===== config.mk =====
export PLATFORM = sky130hd
export DESIGN_NAME = sync_slave_rx
export DESIGN_NICKNAME = d
export VERILOG_FILES = /design/src/rtl/srx_pkg.sv /design/src/rtl/srx_sync.sv /design/src/rtl/srx_shifter.sv /design/src/rtl/srx_fifo.sv /design/src/rtl/sync_slave_rx.sv
export SDC_FILE = /design/constraint.sdc
export NUM_CORES = 1
export LEC_CHECK = 0
export ABC_AREA = 1
export BUFFER_PORTS_ARGS = -buffer_cell sky130_fd_sc_hd__buf_2
export CORE_UTILIZATION = 40
export DETAILED_ROUTE_END_ITERATION = 16
export SYNTH_ARGS = -nofsm -noshare
export SYNTH_HDL_FRONTEND = slang
export SYNTH_HIERARCHICAL = 1
export SYNTH_SLANG_ARGS = --single-unit

===== constraint.sdc =====
create_clock -name clk -period 2.1 [get_ports clk]
set_input_delay 0.315 -clock clk [delete_from_list [all_inputs] [get_ports clk]]
set_output_delay 0.315 -clock clk [all_outputs]
set_load 0.01 [all_outputs]

===== src/rtl/srx_pkg.sv =====
package srx_pkg;
    localparam int SRX_DW = 8;

    typedef struct packed {
        logic              b9;
        logic [SRX_DW-1:0] data;
    } srx_entry_t;

    typedef enum logic [1:0] {
        ST_OFF  = 2'd0,
        ST_RECV = 2'd1,
        ST_OVR  = 2'd2
    } srx_state_e;
endpackage


===== src/rtl/srx_sync.sv =====
module srx_sync #(
    parameter int STAGES = 2
) (
    input  logic clk,
    input  logic rst_n,
    input  logic ser_clk,
    input  logic ser_dat,
    input  logic clk_pol,
    output logic smp_stb,
    output logic smp_bit
);
    logic [STAGES-1:0] ck_pipe;
    logic [STAGES-1:0] dt_pipe;
    logic              ck_prev;

    generate
        if (STAGES == 1) begin : g_one
            always_ff @(posedge clk or negedge rst_n) begin
                if (!rst_n) begin
                    ck_pipe <= '0;
                    dt_pipe <= '0;
                end else begin
                    ck_pipe <= ser_clk;
                    dt_pipe <= ser_dat;
                end
            end
        end else begin : g_many
            always_ff @(posedge clk or negedge rst_n) begin
                if (!rst_n) begin
                    ck_pipe <= '0;
                    dt_pipe <= '0;
                end else begin
                    ck_pipe <= {ck_pipe[STAGES-2:0], ser_clk};
                    dt_pipe <= {dt_pipe[STAGES-2:0], ser_dat};
                end
            end
        end
    endgenerate

    always_ff @(posedge clk or negedge rst_n) begin
        if (!rst_n) ck_prev <= 1'b0;
        else        ck_prev <= ck_pipe[STAGES-1];
    end

    always_comb begin
        if (clk_pol) smp_stb = ~ck_pipe[STAGES-1] & ck_prev;
        else         smp_stb = ck_pipe[STAGES-1] & ~ck_prev;
        smp_bit = dt_pipe[STAGES-1];
    end
endmodule


===== src/rtl/srx_shifter.sv =====
module srx_shifter
    import srx_pkg::*;
(
    input  logic       clk,
    input  logic       rst_n,
    input  logic       active,
    input  logic       rx_en,
    input  logic       nine_bit,
    input  logic       stb,
    input  logic       din,
    input  logic       full,
    output logic       push,
    output srx_entry_t entry,
    output logic       ovr
);
    localparam int CW = $clog2(SRX_DW + 1);

    srx_state_e       state_q, state_d;
    logic [CW-1:0]    cnt_q;
    logic [SRX_DW-1:0] sh_q;
    logic [SRX_DW:0]  sh_next;
    logic             enabled, last;

    assign enabled = active & rx_en;
    assign sh_next = {din, sh_q};
    assign last    = (cnt_q == (nine_bit ? CW'(SRX_DW) : CW'(SRX_DW - 1)));

    // state register
    always_ff @(posedge clk or negedge rst_n) begin
        if (!rst_n) state_q <= ST_OFF;
        else        state_q <= state_d;
    end

    // next state
    always_comb begin
        state_d = state_q;
        unique case (state_q)
            ST_OFF:  if (enabled) state_d = ST_RECV;
            ST_RECV: begin
                if (!enabled)                  state_d = ST_OFF;
                else if (stb && last && full)  state_d = ST_OVR;
            end
            ST_OVR:  if (!enabled) state_d = ST_OFF;
            default: state_d = ST_OFF;
        endcase
    end

    // datapath: shift register and bit counter
    always_ff @(posedge clk or negedge rst_n) begin
        if (!rst_n) begin
            cnt_q <= '0;
            sh_q  <= '0;
        end else if (state_q != ST_RECV || !enabled) begin
            cnt_q <= '0;
        end else if (stb) begin
            sh_q  <= sh_next[SRX_DW:1];
            cnt_q <= last ? '0 : cnt_q + 1'b1;
        end
    end

    // outputs
    always_comb begin
        push = (state_q == ST_RECV) && enabled && stb && last && !full;
        ovr  = (state_q == ST_OVR);
        if (nine_bit) begin
            entry.b9   = sh_next[SRX_DW];
            entry.data = sh_next[SRX_DW-1:0];
        end else begin
            entry.b9   = 1'b0;
            entry.data = sh_next[SRX_DW:1];
        end
    end

    p_ovr_sticky_r9: assert property (@(posedge clk) disable iff (!rst_n)
        (ovr && enabled) |=> ovr);
    p_ovr_needs_full_r8: assert property (@(posedge clk) disable iff (!rst_n)
        $rose(ovr) |-> $past(full));
    p_partial_drop_r10: assert property (@(posedge clk) disable iff (!rst_n)
        !rx_en |=> (cnt_q == '0));
    p_cnt_range_r3: assert property (@(posedge clk) disable iff (!rst_n)
        cnt_q <= CW'(SRX_DW));
endmodule


===== src/rtl/srx_fifo.sv =====
module srx_fifo
    import srx_pkg::*;
#(
    parameter int DEPTH = 2
) (
    input  logic       clk,
    input  logic       rst_n,
    input  logic       flush,
    input  logic       push,
    input  srx_entry_t wdata,
    input  logic       pop,
    output srx_entry_t head,
    output logic       empty,
    output logic       full
);
    localparam int AW = (DEPTH > 1) ? $clog2(DEPTH) : 1;
    localparam int NW = $clog2(DEPTH + 1);

    srx_entry_t    mem [DEPTH];
    logic [AW-1:0] wr_ptr, rd_ptr;
    logic [NW-1:0] count;
    logic          do_push, do_pop;

    assign empty   = (count == '0);
    assign full    = (count == NW'(DEPTH));
    assign do_push = push && !full;
    assign do_pop  = pop && !empty;
    assign head    = mem[rd_ptr];

    function automatic logic [AW-1:0] inc(input logic [AW-1:0] p);
        return (p == AW'(DEPTH - 1)) ? '0 : p + 1'b1;
    endfunction

    always_ff @(posedge clk or negedge rst_n) begin
        if (!rst_n) begin
            wr_ptr <= '0;
            rd_ptr <= '0;
            count  <= '0;
        end else if (flush) begin
            wr_ptr <= '0;
            rd_ptr <= '0;
            count  <= '0;
        end else begin
            if (do_push) wr_ptr <= inc(wr_ptr);
            if (do_pop)  rd_ptr <= inc(rd_ptr);
            count <= count + NW'(do_push) - NW'(do_pop);
        end
    end

    always_ff @(posedge clk) begin
        if (do_push && !flush) mem[wr_ptr] <= wdata;
    end

    p_no_overflow_r8: assert property (@(posedge clk) disable iff (!rst_n)
        count <= NW'(DEPTH));
    p_last_pop_r6: assert property (@(posedge clk) disable iff (!rst_n)
        (count == NW'(1) && pop && !push && !flush) |=> empty);
    p_flush_r11: assert property (@(posedge clk) disable iff (!rst_n)
        flush |=> empty);
endmodule


===== src/rtl/sync_slave_rx.sv =====
module sync_slave_rx
    import srx_pkg::*;
#(
    parameter int SYNC_STAGES = 2,
    parameter int FIFO_DEPTH  = 2
) (
    input  logic              clk,
    input  logic              rst_n,
    input  logic              port_en,
    input  logic              sync_mode,
    input  logic              ext_clk_sel,
    input  logic              rx_en,
    input  logic              nine_bit,
    input  logic              clk_pol,
    input  logic              irq_en,
    input  logic              ser_clk,
    input  logic              ser_dat,
    input  logic              rd_strobe,
    output logic [SRX_DW-1:0] rx_data,
    output logic              rx_bit9,
    output logic              rx_ready,
    output logic              irq,
    output logic              overrun
);
    logic       slave_active, stb, sbit, push, empty, full;
    srx_entry_t entry, head;

    assign slave_active = port_en & sync_mode & ext_clk_sel;

    srx_sync #(.STAGES(SYNC_STAGES)) u_sync (
        .clk(clk), .rst_n(rst_n), .ser_clk(ser_clk), .ser_dat(ser_dat),
        .clk_pol(clk_pol), .smp_stb(stb), .smp_bit(sbit)
    );

    srx_shifter u_shift (
        .clk(clk), .rst_n(rst_n), .active(slave_active), .rx_en(rx_en),
        .nine_bit(nine_bit), .stb(stb), .din(sbit), .full(full),
        .push(push), .entry(entry), .ovr(overrun)
    );

    srx_fifo #(.DEPTH(FIFO_DEPTH)) u_fifo (
        .clk(clk), .rst_n(rst_n), .flush(!port_en), .push(push),
        .wdata(entry), .pop(rd_strobe), .head(head), .empty(empty), .full(full)
    );

    assign rx_data  = head.data;
    assign rx_bit9  = head.b9;
    assign rx_ready = !empty;
    assign irq      = rx_ready & irq_en;

    p_port_off_r11: assert property (@(posedge clk) disable iff (!rst_n)
        !port_en |=> (!rx_ready && !overrun));
    p_ready_hold_r6: assert property (@(posedge clk) disable iff (!rst_n)
        (rx_ready && !rd_strobe && port_en) |=> rx_ready);
endmodule


==> impl_metrics.ini <==
[sta]
min_period_ns = 1.923
slew_viol_final = 0
hold_ws_ns = -0.01584
worst_slew_pin_slew_ns = 0.5155
finalCritPeriodShare = 0.9158
maxSlewHeadroom = 0.6563
setup_viol = 0
clock_skew_ns = 0.004066
hold_viol_final = 23
fmax_ghz = 0.5200

[die]
io_pins = 24
row_count = 24
die_w_um = 70.55
design.die.area_sq_um = 4977
fp.coreArea_sq_um = 4444
initial_core_util = 0.4229
die_h_um = 70.55

[pwr]
vdd_drop_max_mv = 0.3206
leakage_nw = 1.053
powerDensity_nw_per_um2 = 811.1

[worst_setup_path]
critPathKind = flip-flop to flip-flop
slowest_delay_ns = 0.40
rrSetupSlack_ns = 0.18
path_buf_inv = 2
arrival_ns = 2.11
slowest_stage = dfrtp_1
crit_family = simple AND/OR/NAND/NOR gates
cp-start-kind = flip-flop
setup.worst_path.end_class = flip-flop
crit_required_ns = 2.28
worstPathMaxFanout = 5
r2r_cells = 11
rr_startpoint = u_sync/ck_pipe[1]
reg2reg_to = u_fifo/count[1]
path_cells = inv_1 > nand3_1 > nand2_1 > nand4_4 > nor3_4 > o21ai_4 > ha_1 > inv_1 > ha_1 > a21oi_1 > nor2_1

[grt]
grt_pass1_wl_um = 5609
grt_max_degree = 24
grt_pass1_vias = 1271
grt.total_usage = 0.1494
grt-ovfl-total = 0
antenna_found_initial = 0

[clocking]
cts_tree = built
cts_hold_buffers = 0
clk_pin_slew_ns = 0.08
ctsHtreeMaxLevel = 2
cts_root_buffer = clkbuf_8
clk_latency_ns = 0.29
cts_made_buffers = 5
cts_buffer_depth = 2
clock_sinks = 41

[cells_and_area]
final_area_sq_um = 2206
drive_gt1_frac = 0.1967
n_antenna_cell = 0
final_util = 0.4963
nNetsFinal = 253
fin_cells = 291
synthToLayoutAreaGrowth_pct = 17.38

[detailed_routing]
dr.first_iter.drc_count = 113
wirelength_um = 3141
first_pass_iters = 10
vias = 1334
detail-route-antenna-nets = 0
route.detailed.drc = 2
wl_per_cell_um = 10.79
via_per_inst = 4.584

[placement]
dpl-instance-area_sq_um = 2066
dp_cells = 283
port_buffers = 23
dp_hpwl_um = 2221
gpl.final_weighted_congestion = 0.7756

[run_status]
failed_checks = design-rule violations, negative hold slack
status = finished with violations

[synth]
ys_ff_latch = 41
synth_ff_type = dfrtp_1
ys_seq_area_frac = 0.5939
ys_top_cells_by_count = nand2_1 (73), inv_1 (28), dfrtp_1 (23)
syn_area_sq_um = 1879
yosys.area.top_type_share = 0.3063
async_reset_ff_frac = 0.5610
synth_cell_types = 23
synth_area_leaders = dfrtp_1 (31%), edfxtp_1 (29%), nand2_1 (15%)
synth_top_cell_by_area = dfrtp_1
avgSynthCellArea_sq_um = 9.035
syn_inst = 208
yosys_warnings = 6
synth_edf_count = 18
synth_most_common_cell = nand2_1
syn_nets = 223

[job]
drv_cap = 0

[hold_path]
hp-class = primary input to asynchronous set/reset pin
how the worst max path moves through the flow:
| stage | from | endpoint | cells after the start |
|---|---|---|---|
| finish | u_sync/ck_pipe[1] | u_fifo/count[1] | 11 |
| global route | u_sync/ck_pipe[1] | u_fifo/count[1] | 11 |
| CTS | u_sync/ck_pipe[1] | u_fifo/count[1] | 11 |
| detailed placement | clk_pol | u_fifo/count[1] | 12 |
| global placement | clk_pol | u_fifo/count[1] | 12 |
| floorplan | u_sync/ck_pipe[1] | u_fifo/mem[0][0] | 8 |
cell usage in the layout (no fill, tap or decap), types with 3 or more instances in the layout:
cell	count
nand3_1	11
nand2_1	73
edfxtp_1	18
ha_1	3
buf_4	4
clkbuf_8	5
buf_2	23
o21ai_0	9
inv_2	4
inv_1	28
nor2_1	13
dfrtp_1	23
nor2_2	3
o21ai_1	9
cell type report:
cell class	count	area, sq um
sequential	41	1116
clock buffer	5	68.82
tap	52	65.06
multi-input combinational	131	625.6
clock inverter	3	65.06
inverter	32	120.1
timing repair buffer	27	145.1
fill	427	2238
metal layers:
layer,track usage,share of wire,vias to the layer above
met5,0,0,-
met4,0.07333,0.022,0
met3,0.04558,0.032,5
met2,0.2298,0.47,17
met1,0.1942,0.48,595
li1,-,-,717
registers in the layout (all words and copies together) (netlist names):
signal           flops
u_fifo/count         2
u_fifo/mem          18
u_fifo/rd_ptr        1
u_fifo/wr_ptr        1
u_shift/cnt_q        4
u_shift/sh_q         8
u_shift/state_q      2
u_sync/ck_pipe       2
u_sync/ck_prev       1
u_sync/dt_pipe       2
what timing repair did:
| item | CTS | global route |
|---|---|---|
| setup buffers | 0 | 0 |
| resized for setup | 0 | 1 |
| endpoints found under the setup margin | 0 | 2 |
cells by family (layout without fill, tap and decap cells):
kind of cell    count (synthesis)  after routing  share of synthesized area
fa+ha+maj                       3              3                    0.01998
flops                          41             41                     0.5939
buf+inv                        36             67                    0.07923
compound gates                 21             21                    0.06192
xor+xnor                        1              1                   0.004661
simple gates                  106            106                     0.2403
where the power goes:
| group | total (mW) | internal (mW) | leakage (nW) | switching, mW |
|---|---|---|---|---|
| registers | 0.870 | 0.848 | 0.478 | 0.0219 |
| logic | 0.176 | 0.0629 | 0.508 | 0.113 |
| clock network | 0.743 | 0.472 | 0.0681 | 0.271 |
metrics by stage:
step | TNS, ns | total power [mW] | setup WS, ns | hold slack (ns)
after global routing | -0.01643 | 1.884 | -0.01352 | 0.03746
after global placement | 0 | 1.063 | 0.1987 | 0.3325
after floorplan | 0 | 0.9964 | 0.06074 | 0.01941
after CTS | 0 | 1.819 | 0.1304 | 0.005782
final | 0 | 1.789 | 0.1769 | -0.01584
after detailed placement | 0 | 1.067 | 0.1400 | 0.3336
worst register-to-register path: stages, from the launching register on:
cell	delay (ns)
dfrtp_1	0.40
inv_1	0.06
nand3_1	0.06
nand2_1	0.16
nand4_4	0.13
nor3_4	0.23
o21ai_4	0.10
ha_1	0.28
inv_1	0.04
ha_1	0.18
a21oi_1	0.12
nor2_1	0.06
Note: power is estimated with default switching activity, not from simulation.
